### config.mk
export PLATFORM = sky130hd
export DESIGN_NAME = cmd_method_decoder
export DESIGN_NICKNAME = d
export VERILOG_FILES = /design/src/rtl/cmd_dec_pkg.sv /design/src/rtl/cmd_hdr_decode.sv /design/src/rtl/cmd_word_budget.sv /design/src/rtl/cmd_method_seq.sv /design/src/rtl/cmd_method_decoder.sv
export SDC_FILE = /design/constraint.sdc
export NUM_CORES = 1
export LEC_CHECK = 0
export BUFFER_PORTS_ARGS = -buffer_cell sky130_fd_sc_hd__buf_2
export CAP_MARGIN = 5
export CELL_PAD_IN_SITES_DETAIL_PLACEMENT = 1
export CELL_PAD_IN_SITES_GLOBAL_PLACEMENT = 1
export CORE_MARGIN = 2
export CORE_UTILIZATION = 30
export CTS_CLUSTER_SIZE = 24
export DETAILED_ROUTE_END_ITERATION = 16
export GPL_TIMING_DRIVEN = 0
export PLACE_DENSITY = 0.61
export SLEW_MARGIN = 40
export SYNTH_ARGS = -nofsm -noshare
export SYNTH_HDL_FRONTEND = slang
export SYNTH_SLANG_ARGS = --single-unit
export TNS_END_PERCENT = 20
### constraint.sdc
create_clock -name clk -period 2.8 [get_ports clk]
set_input_delay 0.56 -clock clk [delete_from_list [all_inputs] [get_ports clk]]
set_output_delay 0.56 -clock clk [all_outputs]
set_load 0.01 [all_outputs]
### src/rtl/cmd_dec_pkg.sv
package cmd_dec_pkg;
  localparam int METH_W = 13;
  localparam int SUB_W  = 3;
  localparam int CNT_W  = 13;
  localparam int WORD_W = 32;

  typedef enum logic [2:0] {
    MD_INC_A  = 3'd0,
    MD_INC_B  = 3'd1,
    MD_FIX_A  = 3'd2,
    MD_FIX_B  = 3'd3,
    MD_IMM    = 3'd4,
    MD_ONCE   = 3'd5,
    MD_RSV_A  = 3'd6,
    MD_RSV_B  = 3'd7
  } mode_e;

  // Field order is behaviour: bits 31:29 mode, 28:16 count, 15:13 subch, 12:0 method
  typedef struct packed {
    mode_e             mode;
    logic [CNT_W-1:0]  cnt;
    logic [SUB_W-1:0]  sub;
    logic [METH_W-1:0] meth;
  } hdr_t;

  typedef enum logic [1:0] {
    ST_IDLE = 2'd0,
    ST_HEAD = 2'd1,
    ST_ARGS = 2'd2,
    ST_IMM  = 2'd3
  } st_e;

  // Method targeted by argument number idx of a packet
  function automatic logic [METH_W-1:0] arg_method(mode_e m, logic [METH_W-1:0] base,
                                                   logic [CNT_W-1:0] idx);
    logic [METH_W-1:0] r;
    case (m)
      MD_INC_A, MD_INC_B: r = base + METH_W'(idx);
      MD_ONCE:            r = (idx == '0) ? base : base + METH_W'(1);
      default:            r = base;
    endcase
    return r;
  endfunction
endpackage

### src/rtl/cmd_hdr_decode.sv
module cmd_hdr_decode
  import cmd_dec_pkg::*;
(
  input  logic [WORD_W-1:0] word_i,
  output hdr_t              hdr_o,
  output logic              bad_mode_o,
  output logic              zero_once_o,
  output logic              imm_o,
  output logic              with_args_o
);
  always_comb begin
    hdr_o       = hdr_t'(word_i);
    bad_mode_o  = (hdr_o.mode == MD_RSV_A) || (hdr_o.mode == MD_RSV_B);
    imm_o       = (hdr_o.mode == MD_IMM);
    zero_once_o = (hdr_o.mode == MD_ONCE) && (hdr_o.cnt == '0);
    with_args_o = !bad_mode_o && !imm_o && (hdr_o.cnt != '0);
  end
endmodule

### src/rtl/cmd_word_budget.sv
module cmd_word_budget #(
  parameter int LEN_W = 16
) (
  input  logic             clk,
  input  logic             rst_n,
  input  logic             load_i,
  input  logic [LEN_W-1:0] len_i,
  input  logic             take_i,
  output logic             empty_o
);
  localparam logic [LEN_W-1:0] ONE = LEN_W'(1);
  logic [LEN_W-1:0] rem_q;

  always_ff @(posedge clk) begin
    if (!rst_n)      rem_q <= '0;
    else if (load_i) rem_q <= len_i;
    else if (take_i) rem_q <= rem_q - ONE;
  end

  assign empty_o = (rem_q == '0);

  // no word is taken once the budget is spent
  p_no_overrun_r9: assert property (@(posedge clk) disable iff (!rst_n)
    take_i |-> !empty_o);
endmodule

### src/rtl/cmd_method_seq.sv
module cmd_method_seq
  import cmd_dec_pkg::*;
(
  input  logic              clk,
  input  logic              rst_n,
  input  logic              load_i,
  input  hdr_t              hdr_i,
  input  logic              step_i,
  output logic [METH_W-1:0] method_o,
  output logic [SUB_W-1:0]  sub_o,
  output logic              last_o
);
  mode_e             mode_q;
  logic [METH_W-1:0] base_q;
  logic [SUB_W-1:0]  sub_q;
  logic [CNT_W-1:0]  left_q;
  logic [CNT_W-1:0]  idx_q;

  always_ff @(posedge clk) begin
    if (!rst_n) begin
      mode_q <= MD_INC_A;
      base_q <= '0;
      sub_q  <= '0;
      left_q <= '0;
      idx_q  <= '0;
    end else if (load_i) begin
      mode_q <= hdr_i.mode;
      base_q <= hdr_i.meth;
      sub_q  <= hdr_i.sub;
      left_q <= hdr_i.cnt;
      idx_q  <= '0;
    end else if (step_i) begin
      left_q <= left_q - CNT_W'(1);
      idx_q  <= idx_q + CNT_W'(1);
    end
  end

  assign method_o = arg_method(mode_q, base_q, idx_q);
  assign sub_o    = sub_q;
  assign last_o   = (left_q == CNT_W'(1));

  // an argument is only taken while the packet still owes one
  p_step_bound_r2: assert property (@(posedge clk) disable iff (!rst_n)
    step_i |-> left_q != '0);
endmodule

### src/rtl/cmd_method_decoder.sv
module cmd_method_decoder
  import cmd_dec_pkg::*;
#(
  parameter int LEN_W = 16
) (
  input  logic              clk,
  input  logic              rst_n,
  input  logic              start,
  input  logic [LEN_W-1:0]  buf_len,
  input  logic              in_valid,
  input  logic [WORD_W-1:0] in_data,
  output logic              in_ready,
  output logic              out_valid,
  output logic [METH_W-1:0] out_method,
  output logic [SUB_W-1:0]  out_subch,
  output logic [WORD_W-1:0] out_value,
  input  logic              out_ready,
  output logic              busy,
  output logic              done,
  output logic              err_mode,
  output logic              err_count,
  output logic              err_trunc
);
  localparam int PAD_W = WORD_W - CNT_W;

  st_e  st_q, st_d;
  hdr_t hdr;
  logic bad_mode, zero_once, imm, with_args;
  logic word_take, hdr_take, arg_take, budget_empty, seq_last;
  logic [CNT_W-1:0] imm_q;

  cmd_hdr_decode u_dec (
    .word_i      (in_data),
    .hdr_o       (hdr),
    .bad_mode_o  (bad_mode),
    .zero_once_o (zero_once),
    .imm_o       (imm),
    .with_args_o (with_args)
  );

  assign word_take = in_valid && in_ready;
  assign hdr_take  = (st_q == ST_HEAD) && word_take;
  assign arg_take  = (st_q == ST_ARGS) && word_take;

  cmd_word_budget #(.LEN_W(LEN_W)) u_budget (
    .clk     (clk),
    .rst_n   (rst_n),
    .load_i  ((st_q == ST_IDLE) && start),
    .len_i   (buf_len),
    .take_i  (word_take),
    .empty_o (budget_empty)
  );

  cmd_method_seq u_seq (
    .clk      (clk),
    .rst_n    (rst_n),
    .load_i   (hdr_take),
    .hdr_i    (hdr),
    .step_i   (arg_take),
    .method_o (out_method),
    .sub_o    (out_subch),
    .last_o   (seq_last)
  );

  always_ff @(posedge clk) begin
    if (!rst_n)                imm_q <= '0;
    else if (hdr_take && imm)  imm_q <= hdr.cnt;
  end

  always_comb begin
    in_ready  = ((st_q == ST_HEAD) && !budget_empty) ||
                ((st_q == ST_ARGS) && !budget_empty && out_ready);
    out_valid = ((st_q == ST_ARGS) && !budget_empty && in_valid) || (st_q == ST_IMM);
    out_value = (st_q == ST_IMM) ? {{PAD_W{1'b0}}, imm_q} : in_data;
    busy      = (st_q != ST_IDLE);
    done      = (st_q == ST_HEAD) && budget_empty;
    err_trunc = (st_q == ST_ARGS) && budget_empty;
    err_mode  = hdr_take && bad_mode;
    err_count = hdr_take && zero_once;
  end

  always_comb begin
    st_d = st_q;
    case (st_q)
      ST_IDLE: if (start) st_d = ST_HEAD;
      ST_HEAD: begin
        if (budget_empty)     st_d = ST_IDLE;
        else if (hdr_take) begin
          if (bad_mode)       st_d = ST_IDLE;
          else if (imm)       st_d = ST_IMM;
          else if (with_args) st_d = ST_ARGS;
        end
      end
      ST_ARGS: begin
        if (budget_empty)             st_d = ST_IDLE;
        else if (arg_take && seq_last) st_d = ST_HEAD;
      end
      ST_IMM: if (out_ready) st_d = ST_HEAD;
      default: st_d = ST_IDLE;
    endcase
  end

  always_ff @(posedge clk) begin
    if (!rst_n) st_q <= ST_IDLE;
    else        st_q <= st_d;
  end

  // idle keeps both handshakes quiet
  p_idle_quiet_r11: assert property (@(posedge clk) disable iff (!rst_n)
    (st_q == ST_IDLE) |-> (!in_ready && !out_valid && !done));

  // a stalled write holds steady
  p_hold_r12: assert property (@(posedge clk) disable iff (!rst_n)
    (out_valid && !out_ready) |=> (out_valid && $stable(out_method) &&
                                   $stable(out_subch) && $stable(out_value)));

  // every terminating pulse is followed by idle
  p_end_idle_r10: assert property (@(posedge clk) disable iff (!rst_n)
    (done || err_mode || err_trunc) |=> !busy);

  // done never coincides with a terminating error
  p_done_excl_r10: assert property (@(posedge clk) disable iff (!rst_n)
    done |-> (!err_mode && !err_trunc && !out_valid));

  // an immediate write is issued once and then parsing resumes
  p_imm_once_r4: assert property (@(posedge clk) disable iff (!rst_n)
    ((st_q == ST_IMM) && out_ready) |=> (st_q == ST_HEAD));
endmodule

# Word level (Yosys, flattened, before mapping)
# Index checks and enable logic that the tools add are counted.
dict set report op_classes {
  n_addsub 5
  eq_ne 15
  mux 17
  n_bitwise 1
  n_reduce_logical 35
}
# operator n
set ops {}
lappend ops {{2-to-1 mux 13 bit} 3}
lappend ops {{2-to-1 mux 16 bit} 2}
lappend ops {{2-to-1 mux 32 bit} 1}
lappend ops {{adder 13 x 1 -> 13 bit, second input constant} 2}
lappend ops {{logical NOT 13 bit} 2}
lappend ops {{one-hot mux 13 bit (2 select lines)} 1}
lappend ops {{2-to-1 mux 2 bit} 9}
lappend ops {{logical AND 1 bit} 17}
lappend ops {{logical NOT 16 bit} 1}
lappend ops {{subtractor 16 x 1 -> 16 bit, second input constant} 1}
lappend ops {{equality test 3 bit, second input constant} 5}
lappend ops {{adder 13 bit} 1}
lappend ops {{equality test 13 x 1 -> 1 bit, second input constant} 1}
lappend ops {{nonzero test 13 bit} 1}
lappend ops {{subtractor 13 x 1 -> 13 bit, second input constant} 1}
lappend ops {{one-hot mux 2 bit (4 select lines)} 1}
lappend ops {{nonzero test 2 bit} 3}
lappend ops {{!= test 5 x 4 -> 1 bit, second input constant} 1}
lappend ops {{AND reduction 5 bit} 1}
lappend ops {{equality test 2 bit, second input constant} 2}
lappend ops {{!= test 2 bit, second input constant} 2}
lappend ops {{OR reduction 2 bit} 2}
lappend ops {{equality test 3 x 1 -> 1 bit, second input constant} 1}
lappend ops {{logical NOT 1 bit} 3}
lappend ops {{other kinds (7)} 9}
dict set report totals {
  regBits 76
  inputBits 53
  output_inout_bits 55
  elab_cells 81
}

# Logic depth before layout (Yosys ltp)
# Gate-level depths: netlist (run 1).
dict set report logic_depth {
  depth_word 11
  ltp_mapped 10
  ltp_nobuf 9
}

# By module
# Synthesis (run 1) repeated with hierarchy kept, for this count alone.
dict set report unflattened {
  cells_unflattened 651
  hier_area_um2 5316.3
}
# mod n_inst cells_each area_each_um2 seq_area_each_um2
set modules_own_cells {}
lappend modules_own_cells {cmd_method_seq 1 380 3064.2 900.9}
lappend modules_own_cells {cmd_method_decoder 1 129 1059.8 300.3}
lappend modules_own_cells {cmd_word_budget 1 100 882.1 320.3}
lappend modules_own_cells {cmd_hdr_decode 1 42 310.3 0.0}

# Least setup slack after synthesis (run 1)
# No wires, ideal clock.
dict set report synth_timing {
  path_kind {reg2out}
  from {register u_seq.idx_q[0]}
  to {output out_method[12]}
  arrival_ns 2.123
  required_time_ns 2.240
  slack_ns 0.117
  stages_incl_launch_ff 10
  path_buffers 0
  cell_sequence {dfxtp_1 ha_1 inv_1 fa_1 nor2b_1 o31ai_2 a211oi_1 or4_1 a31oi_1 xnor2_1}
}
dict set report synth_via {
  elab_chain_len 3
  elab_cells_between_ends 4
  cone_classes {add/sub (1); mux (2); reduce/logical (1)}
}
# item line
set synth_rtl {}
lappend synth_rtl {{from (decl)} cmd_method_seq.sv:17} ;# logic [CNT_W-1:0] idx_q;
lappend synth_rtl {{from (signal assigned)} cmd_method_seq.sv:34} ;# idx_q <= idx_q + CNT_W'(1);
lappend synth_rtl {{branches (longest 2 deep; another with adder 13 bit)} --}
lappend synth_rtl {{one-hot mux 13 bit (2 select lines) *} cmd_dec_pkg.sv:37} ;# case (m)
lappend synth_rtl {{to (decl)} cmd_method_decoder.sv:14} ;# output logic [METH_W-1:0] out_method,
# Mark *: on every way between the ends.

# Worst setup path in the final report (run 1)
dict set report layout_timing {
  from {register u_seq.idx_q[9]}
  to {output out_method[12]}
}
# Same word-level chain as after synthesis.

==> results of run 1 <==
## how the worst max path moves through the flow
stage                    start        endpoint  slack [ns]  depth (start not counted)
3_3_place_gp   u_seq.base_q[2]  out_method[12]       -0.39                          8
5_1_grt        u_seq.base_q[0]  out_method[10]       -0.31                         11
4_1_cts         u_seq.idx_q[0]  out_method[12]       -0.29                         10
2_1_floorplan   u_seq.idx_q[0]  out_method[12]        0.12                          9
3_5_place_dp   u_seq.base_q[2]  out_method[12]       -0.36                          8
6_report        u_seq.idx_q[9]  out_method[12]       -0.21                          8
## final cells by class
cell class,instances,share of cell area
Timing Repair Buffer,113,0.0902
Tap cell,220,0.0426
Sequential cell,76,0.242
Inverter,19,0.0110
Clock inverter,5,0.00813
Multi-Input combinational cell,524,0.542
Clock buffer,10,0.0370
Buffer,33,0.0271
## cell families after synthesis
group	count (synthesis)	synth area share
AND/OR/NAND/NOR	292	0.298
AO/OA/AOI/OAI	158	0.195
flip-flops	76	0.302
buffers and inverters	53	0.0498
XOR/XNOR	32	0.0556
adder cells (fa/ha/maj)	23	0.0585
multiplexers	19	0.0414
## critical path, delay by kind of cell (launching register included)
| family | cells | cell delay [ns] |
|---|---|---|
| flip-flops | 1 | 0.37 |
| adder cells (fa/ha/maj) | 1 | 0.26 |
| AO/OA/AOI/OAI | 2 | 0.35 |
| XOR/XNOR | 1 | 0.13 |
| buffers and inverters | 1 | 0.14 |
| AND/OR/NAND/NOR | 3 | 0.86 |
## stage by stage
stage          instance area, um^2  setup TNS, ns  total power, uW   util
2_1_floorplan                 5040              0             2450      -
3_3_place_gp                  5850         -0.548             2920  0.354
3_5_place_dp                  5850         -0.924             2960  0.354
4_1_cts                       6390          -1.17             4200  0.387
5_1_grt                       6460          -2.22             4460  0.391
6_report                      6460         -0.865             4180  0.391
## repair_timing
action | 4_1_cts | 5_1_grt
gates cloned | 0 | 0
setup endpoints to repair | 17 | 15
setup buffers | 7 | 0
endpoints found under the hold margin | 0 | 0
resized for setup | 51 | 21
pin swaps | 16 | 3
## flip-flops by register name, indices dropped and copies added (netlist names)
| register | flops |
|---|---|
| u_budget.rem_q | 16 |
| imm_q | 13 |
| u_seq.base_q | 13 |
| u_seq.idx_q | 13 |
| u_seq.left_q | 13 |
| u_seq.mode_q | 3 |
| u_seq.sub_o | 3 |
| st_q | 2 |
## power by group through the flow
stage	Combinational (uW)	Sequential (uW)	Clock (uW)
4_1_cts	1550	1440	1200
3_3_place_gp	1480	1450	0
3_5_place_dp	1510	1460	0
6_report	1560	1440	1180
5_1_grt	1740	1470	1250
2_1_floorplan	1050	1400	0
## cell usage in the layout (no fill, tap or decap), types with 10 or more instances in the layout
cell type  synthesis  layout
a21oi_1           62      62
buf_2              8     113
clkbuf_1          19      19
dfxtp_1           76      61
ha_1              22      16
inv_1             18      15
mux2_2            15      15
nand2_1           93      92
nand3_1           36      34
nor2_1            52      51
nor2b_1           20      19
nor3_1            18      16
o211ai_1          10      10
o21ai_0           32      27
xnor2_1           13      13
xor2_1            19      19
## layer usage
metal | routed length [um] | part of all wire | vias up | global-route usage
met1 | 8470 | 0.47 | 2545 | 0.276
met2 | 8710 | 0.48 | 109 | 0.347
li1 | - | - | 2588 | -
met3 | 679 | 0.038 | 12 | 0.0354
met4 | 161 | 0.0089 | 0 | 0.0437
met5 | 0 | 0 | - | 0
==> impl_metrics.csv, run 1 <==
group,metric,value,unit
critical_path,r2r_cells,10,
yosys,syn_inst,653,
layout,stdcell_count,1000,
power_and_ir_drop,vdd_ir_drop_max,0.301,mV
layout,drive_gt1_frac,0.285,
die,die_y,134,um
route,drtPass1Iterations,4,
timing,max_freq,332,MHz
critical_path,cp-end-kind,"output pin",
route,drtIter0Drc,254,
die,die_w,134,um
route,wl_per_cell,18.0,um
job,maxCapViolCount,0,
clock_tree,cts_buffers,9,
die,num_rows,47,
grt,track_usage,0.206,
critical_path,max_stage_delay,0.51,ns
layout,nFillCells,2024,
power_and_ir_drop,p_sw_frac,0.390,
yosys,ys.warnings.count,0,
clock_tree,holdBufCountCts,0,
yosys,synth_flop_cell,"dfxtp_1",
placement,gp_congestion,0.847,
grt,grt_pass1_vias,5299,
die,start_util,0.305,
placement,portBuffers,106,
yosys,synth_common_cells,"nand2_1 (93), dfxtp_1 (76), a21oi_1 (62)",
layout,multiInputGateArea,3500,um^2
critical_path,critPathMostFrequentCell,"and3_4",
critical_path,r2r_end,"imm_q[11]",
yosys,ys_async_sr_fraction,0,
timing,worstMarginPinSlew,0.749,ns
placement,dp.cells,979,
hold_path,hold_class,"reg2reg",
power_and_ir_drop,power_frac_clock,0.282,
timing,rsz0062_at_grt,"yes",
timing,max-slew-margin-rel,0.499,
grt,overflow,0,
yosys,synth_top_area_cell,"dfxtp_1",
power_and_ir_drop,p_int,2550,uW
clock_tree,cts_tree,"done",
critical_path,slowest_stage,"or4_4",
route,drcViolationCount,0,
clock_tree,cts_max_level,3,
critical_path,cp_data_arrival_time,2.45,ns
hold_path,whs_endpoint,"imm_q[0]",
power_and_ir_drop,p_comb_frac,0.373,
grt,grt_pass1_wl,29000,um
route,num_vias,5254,
layout,fin_nets,852,
power_and_ir_drop,p_per_area,646,nW/um^2
yosys,synth.net_count,729,
outcome,violations,"negative setup slack",
yosys,ys_ff_latch,76,
layout,n_antenna_cell,0,
timing,hold_viol,0,
clock_tree,clock-sinks,76,
power_and_ir_drop,cellLeakagePower,0.00251,uW
timing,finalWorstSetupSlack,-0.214,ns
yosys,yosysMostFrequentCell,"nand2_1",
yosys,synth.avg_cell_area,7.73,um^2
timing,skew,0.0101,ns
critical_path,worstSetupPathType,"reg2out",
die,io_pins,108,
critical_path,critical_path_required,2.24,ns
power_and_ir_drop,switching_power,1630,uW
yosys,ys_seq_area_frac,0.302,
yosys,synth.distinct_cells,71,
placement,dp_hpwl,14100,um
timing,slew_viol_final,0,
hold_path,holdCritStartpoint,"imm_q[0]",
critical_path,start_kind,"register",
die,die_area,17900,um^2
yosys,synth.top_cell.area_share,0.302,
placement,place_worst_setup_slack,-0.364,ns
timing,setup_viol,8,
critical_path,rrSetupSlack,0.38,ns
outcome,status,"finished, violations left",
die,core-area,16500,um^2
clock_tree,clk_pin_slew_worst_paths,0.06,ns
power_and_ir_drop,power_frac_seq,0.345,
layout,syn2layout_area_growth,28.1,%
grt,antenna_found_initial,0,
timing,fin_hold_ws,0.461,ns
critical_path,cp_max_fo,5,
critical_path,r2r_start,"u_budget.rem_q[0]",
clock_tree,cts-root-buf,"clkbuf_16",
route,routed_via_density,5.25,
yosys,synth_edf_count,0,
route,finalWirelength,18000,um
clock_tree,cts_buffer_depth,2,
route,ant_nets,0,
yosys,synthesis.area,5040,um^2
hold_path,whs_path_depth,2,
grt,grt_max_degree,18,
layout,regArea,1560,um^2
timing,finalCritPeriodShare,1.08,
timing,layout_min_cycle_time,3.01,ns
yosys,synthTopCellsByArea,"dfxtp_1 (30%), nand2_1 (6.9%), a21oi_1 (6.2%), ha_1 (5.5%), nor2_1 (3.9%)",
critical_path,path_cells,"ha_4 > and3_4 > and3_4 > a21o_1 > or4_4 > a31oi_4 > xnor2_1 > buf_2",
clock_tree,clock_latency,0.35,ns
Power figures use the tool's default switching activity.
==> run 2, diff against run 1 <==
--- a/config.mk
+++ b/config.mk
@@ -14,6 +14,7 @@
 export CTS_CLUSTER_SIZE = 24
 export DETAILED_ROUTE_END_ITERATION = 16
 export GPL_TIMING_DRIVEN = 0
+export MAX_ROUTING_LAYER = met4
 export PLACE_DENSITY = 0.61
 export SLEW_MARGIN = 40
 export SYNTH_ARGS = -nofsm -noshare
==> constraint.sdc (replaced) <==
create_clock -name clk -period 2.8 [get_ports clk]
set_input_delay 0.56 -clock clk [delete_from_list [all_inputs] [get_ports clk]]
set_output_delay 0.56 -clock clk [all_outputs]
set_load 0.05 [all_outputs]
==> run 2 against run 1 <==
  * The run still ends with negative setup slack left
  * Largest power group unchanged
  * Utilization up 0.86 points
  * Register-to-register slack about the same
  * Hold slack worse by 0.0040 ns
  * Clock skew down 0.0039 ns
  * Final area up 2.2%
  * Combinational power up 21%
  * Final cell count up 1.0%
  * Sequential power about the same
  * Total power up 8.8%
  * Fmax down 4.4%
  * Sequential share of layout area down 0.50 points
==> impl_metrics.csv, run 2 (synthesis results as in run 1) <==
group,metric,value,unit
timing,rsz0062_at_grt,"yes",
placement,gp_congestion,0.835,
route,ant_nets,0,
layout,fin_nets,861,
grt,grt_pass1_vias,5411,
route,num_vias,5287,
clock_tree,cts-root-buf,"clkbuf_16",
route,drcViolationCount,0,
outcome,violations,"negative setup slack",
job,maxCapViolCount,0,
critical_path,r2r_start,"u_budget.rem_q[0]",
grt,grt_max_degree,18,
power_and_ir_drop,cellLeakagePower,0.00255,uW
critical_path,start_kind,"register",
grt,antenna_found_initial,0,
critical_path,endpoint,"out_method[12]",
critical_path,crit_cells,8,
die,io_pins,108,
timing,layout_min_cycle_time,3.15,ns
timing,fin_hold_ws,0.457,ns
critical_path,max_stage_delay,0.54,ns
die,die_y,134,um
outcome,status,"finished, violations left",
critical_path,worstSetupPathType,"reg2out",
die,num_rows,47,
power_and_ir_drop,p_per_area,688,nW/um^2
critical_path,cp-end-kind,"output pin",
critical_path,r2r_end,"u_seq.base_q[5]",
die,die_area,17900,um^2
layout,syn2layout_area_growth,30.9,%
critical_path,critical_path_required,2.24,ns
layout,drive_gt1_frac,0.299,
power_and_ir_drop,vdd_ir_drop_max,0.464,mV
timing,skew,0.00621,ns
placement,dp_hpwl,14200,um
clock_tree,cts_max_level,3,
timing,setup_viol,12,
route,routed_via_density,5.23,
power_and_ir_drop,total_power,4540,uW
clock_tree,cts_buffer_depth,2,
layout,largest_reg_flops,16,
layout,regMostFlops,"u_budget.rem_q",
grt,track_usage,0.218,
layout,final_common_cell,"buf_2",
die,start_util,0.305,
timing,slew_viol_final,0,
critical_path,cp_data_arrival_time,2.59,ns
clock_tree,clock-sinks,76,
hold_path,hold_class,"reg2reg",
timing,worstMarginPinSlew,0.792,ns
route,wl_per_cell,18.2,um
grt,overflow,0,
layout,final_cell_mix,"buf_2 (98), nand2_1 (91), a21oi_1 (62)",
critical_path,slowest_stage,"or4_4",
route,finalWirelength,18300,um
timing,max-slew-margin-rel,0.470,
route,drtPass1Iterations,4,
critical_path,critical-path-top-delay-family,"simple AND/OR/NAND/NOR gates",
clock_tree,clk_pin_slew_worst_paths,0.06,ns
critical_path,path_buf_inv,1,
die,die_w,134,um
critical_path,path_cells,"ha_4 > and3_4 > and3_4 > a21o_1 > or4_4 > a31oi_4 > xnor2_1 > buf_4",
layout,nFillCells,2022,
route,drtIter0Drc,216,
timing,max_freq,317,MHz
timing,finalCritPeriodShare,1.13,
timing,hold_viol,0,
critical_path,r2r_cells,10,
clock_tree,holdBufCountCts,0,
critical_path,critical_path.startpoint,"u_seq.base_q[8]",
clock_tree,clock_latency,0.34,ns
clock_tree,cts_tree,"done",
layout,n_antenna_cell,0,
critical_path,rrSetupSlack,0.37,ns
timing,finalWorstSetupSlack,-0.353,ns
critical_path,critPathMostFrequentCell,"and3_4",
critical_path,cp_max_fo,5,
placement,portBuffers,106,
grt,grt_pass1_wl,29700,um
clock_tree,cts_buffers,9,
die,core-area,16500,um^2
run 2: changes by cell type in the layout (fill, tap and decap cells not counted), sizes merged:
cell and change:
buf +9, clkbuf +2, clkinv -1
run 2: how the worst min path moves through the flow:
stage	to	startpoint	cells after the start	slack, ns
floorplan	imm_q[0]	imm_q[0]	2	0.43
global placement	u_seq.sub_o[0]	u_seq.sub_o[0]	2	0.44
detailed placement	imm_q[7]	imm_q[7]	2	0.45
CTS	imm_q[7]	imm_q[7]	2	0.46
global route	u_seq.sub_o[1]	in_data[14]	3	0.47
finish	imm_q[7]	imm_q[7]	2	0.46
run 2: timing repair:
item | 4_1_cts | 5_1_grt
pin swaps | 13 | 10
endpoints found under the setup margin | 18 | 17
resized for setup | 72 | 22
setup buffers | 6 | 10
run 2: stage by stage:
stage	util	cells	setup TNS (ns)	instance area [um^2]	setup slack, ns
after global placement	0.354	979	-1.84	5850	-0.580
after CTS	0.391	1000	-1.45	6460	-0.361
after floorplan	-	653	-0.734	5040	-0.357
after detailed placement	0.354	979	-1.99	5860	-0.569
after global routing	0.400	1010	-3.49	6600	-0.422
final	0.400	1010	-1.37	6600	-0.353
run 2: where the power goes:
part / total, uW / leakage, uW / internal (uW) / switching, uW
Sequential: 1440 / 0.000630 / 1240 / 205
Clock: 1220 / 0.000149 / 737 / 482
Combinational: 1880 / 0.00177 / 641 / 1240
run 2: tightest hold or removal path: stages, from the launching register on:
cell     delay [ns]
dfxtp_1        0.31
nand2_1        0.05
a21oi_1        0.05
run 2: layer usage:
| layer | global-route usage | vias to the layer above | share of wire |
|---|---|---|---|
| met5 | - | - | 0 |
| met4 | 0.0727 | 0 | 0.017 |
| met3 | 0.0297 | 23 | 0.034 |
| met2 | 0.351 | 101 | 0.49 |
| met1 | 0.282 | 2557 | 0.46 |
| li1 | - | 2606 | - |
run 2: cell type report:
type | count | area [um^2] | area share
Buffer | 33 | 176 | 0.0267
Clock buffer | 12 | 256 | 0.0388
Clock inverter | 4 | 47.5 | 0.00720
Inverter | 19 | 71.3 | 0.0108
Multi-Input combinational cell | 524 | 3510 | 0.531
Sequential cell | 76 | 1560 | 0.237
Tap cell | 220 | 275 | 0.0417
Timing Repair Buffer | 122 | 703 | 0.106
==> run 3, diff against run 2 <==
--- a/config.mk
+++ b/config.mk
@@ -9,7 +9,6 @@
 export CAP_MARGIN = 5
 export CELL_PAD_IN_SITES_DETAIL_PLACEMENT = 1
 export CELL_PAD_IN_SITES_GLOBAL_PLACEMENT = 1
-export CORE_MARGIN = 2
 export CORE_UTILIZATION = 30
 export CTS_CLUSTER_SIZE = 24
 export DETAILED_ROUTE_END_ITERATION = 16
==> run 3 against run 2 <==
  * The flow still finishes with violations (negative setup slack)
  * Die area is 3.0% lower
  * Total power is 1.3% higher
  * Fmax is 0.24% higher
  * Clock-buffer cell count is 2 lower
  * Highest routed layer unchanged
==> impl_metrics.csv, run 3 (synthesis results as in run 1) <==
group,metric,value,unit
job,maxCapViolCount,0,
power_and_ir_drop,p_comb_frac,0.423,
outcome,violations,"negative setup slack",
timing,rsz0062_at_grt,"yes",
layout,drive_gt1_frac,0.289,
clock_tree,cts_buffer_depth,2,
route,num_vias,5362,
route,drtIter0Drc,240,
clock_tree,cts_max_level,3,
timing,finalSetupTns,-2.53,ns
timing,worstMarginPinSlew,0.750,ns
critical_path,path_cells,"ha_4 > and3_4 > and3_1 > a21o_1 > or4_1 > a31oi_2 > xnor2_1 > buf_4",
timing,slew_viol_final,0,
power_and_ir_drop,power_frac_seq,0.317,
placement,portBuffers,106,
placement,gp_congestion,0.890,
timing,max-slew-margin-rel,0.499,
critical_path,path_buf_inv,1,
timing,max_freq,318,MHz
layout,finish.instance_area,6620,um^2
timing,setup_viol,14,
hold_path,hold_class,"reg2reg",
layout,multiInputGateArea,3530,um^2
timing,fin_hold_ws,0.457,ns
timing,skew,0.00610,ns
placement,dpl_cell_area,5850,um^2
die,start_util,0.305,
outcome,status,"finished, violations left",
timing,layout_min_cycle_time,3.14,ns
die,die_y,132,um
critical_path,critical_path_required,2.24,ns
placement,place_worst_setup_slack,-0.490,ns
timing,hold_viol,0,
clock_tree,cts_tree,"done",
critical_path,cp-end-kind,"output pin",
timing,finalCritPeriodShare,1.12,
grt,overflow,0,
critical_path,start_kind,"register",
power_and_ir_drop,p_int,2630,uW
critical_path,slowest_stage,"or4_1",
grt,grt_pass1_wl,29300,um
grt,track_usage,0.221,
route,finalWirelength,18200,um
clock_tree,cts_buffers,9,
critical_path,max_stage_delay,0.48,ns
die,io_pins,108,
critical_path,worstSetupPathType,"reg2out",
power_and_ir_drop,p_sw_frac,0.428,
layout,n_antenna_cell,0,
layout,fin_nets,859,
clock_tree,clk_pin_slew_worst_paths,0.06,ns
critical_path,critical-path-top-delay-family,"simple AND/OR/NAND/NOR gates",
clock_tree,cts-root-buf,"clkbuf_16",
layout,final_cell_mix,"buf_2 (96), nand2_1 (91), a21oi_1 (61), dfxtp_1 (61), nor2_1 (52)",
power_and_ir_drop,cellLeakagePower,0.00257,uW
grt,grt_max_degree,14,
layout,final_common_cell,"buf_2",
power_and_ir_drop,switching_power,1970,uW
route,routed_via_density,5.32,
clock_tree,clock-sinks,76,
power_and_ir_drop,p_per_area,695,nW/um^2
clock_tree,clock_latency,0.35,ns
route,ant_nets,0,
placement,dp_hpwl,14000,um
critical_path,cp_max_fo,5,
layout,regArea,1550,um^2
power_and_ir_drop,vdd_ir_drop_max,0.370,mV
route,drtPass1Iterations,4,
die,num_rows,47,
grt,grt_pass1_vias,5412,
die,die_w,132,um
grt,antenna_found_initial,0,
critical_path,cp_data_arrival_time,2.58,ns
layout,nFillCells,2068,
route,drcViolationCount,0,
route,wl_per_cell,18.0,um
timing,finalWorstSetupSlack,-0.345,ns
die,die_area,17300,um^2
die,core-area,16500,um^2
layout,syn2layout_area_growth,31.3,%
power_and_ir_drop,power_frac_clock,0.261,
layout,largest_reg_flops,16,
layout,regMostFlops,"u_budget.rem_q",
run 3: layout make-up:
type / count / share of cell area
Tap cell: 220 / 0.0416
Clock inverter: 6 / 0.00963
Buffer: 34 / 0.0289
Timing Repair Buffer: 119 / 0.106
Sequential cell: 76 / 0.234
Inverter: 19 / 0.0108
Multi-Input combinational cell: 524 / 0.533
Clock buffer: 10 / 0.0361
run 3: final timing paths:
path	from	slack (ns)	cells past startpoint	to
worst max-delay path	u_seq.base_q[10]	-0.34	8	out_method[12]
worst max register to register	u_budget.rem_q[4]	0.56	7	u_seq.sub_o[1]
worst min-delay path	imm_q[10]	0.46	2	imm_q[10]
worst min register to register	imm_q[10]	0.46	2	imm_q[10]
run 3: power by group through the flow:
stage          logic, uW  registers (uW)  clock network (uW)
6_report            1940            1460                1200
3_5_place_dp        1800            1460                   0
5_1_grt             2120            1480                1290
3_3_place_gp        1760            1450                   0
4_1_cts             1900            1450                1240
2_1_floorplan       1320            1420                   0
run 3: worst register-to-register path: stages (launching register included):
cell      delay [ns]
dfxtp_1         0.38
nor4_4          0.48
nand4_4         0.27
and3_1          0.27
buf_2           0.18
clkbuf_1        0.24
nand2_1         0.19
a21oi_1         0.09
run 3: layer usage:
layer,global-route usage,vias up,share of wire
li1,-,2617,-
met5,-,-,0
met3,0.0367,17,0.032
met2,0.354,111,0.47
met4,0.0575,0,0.012
met1,0.287,2617,0.48
run 3: metrics by stage:
stage          std cells  power [uW]   util
2_1_floorplan        653        2740      -
3_3_place_gp         979        3210  0.354
3_5_place_dp         979        3250  0.354
4_1_cts             1005        4590  0.393
5_1_grt             1008        4890  0.401
6_report            1008        4600  0.401
run 3: repair_timing:
item	4_1_cts	5_1_grt
buffers inserted	10	3
endpoints found under the setup margin	17	27
hold buffers	0	0
gates cloned	0	0
gates resized for setup	71	27
pin swaps	15	9
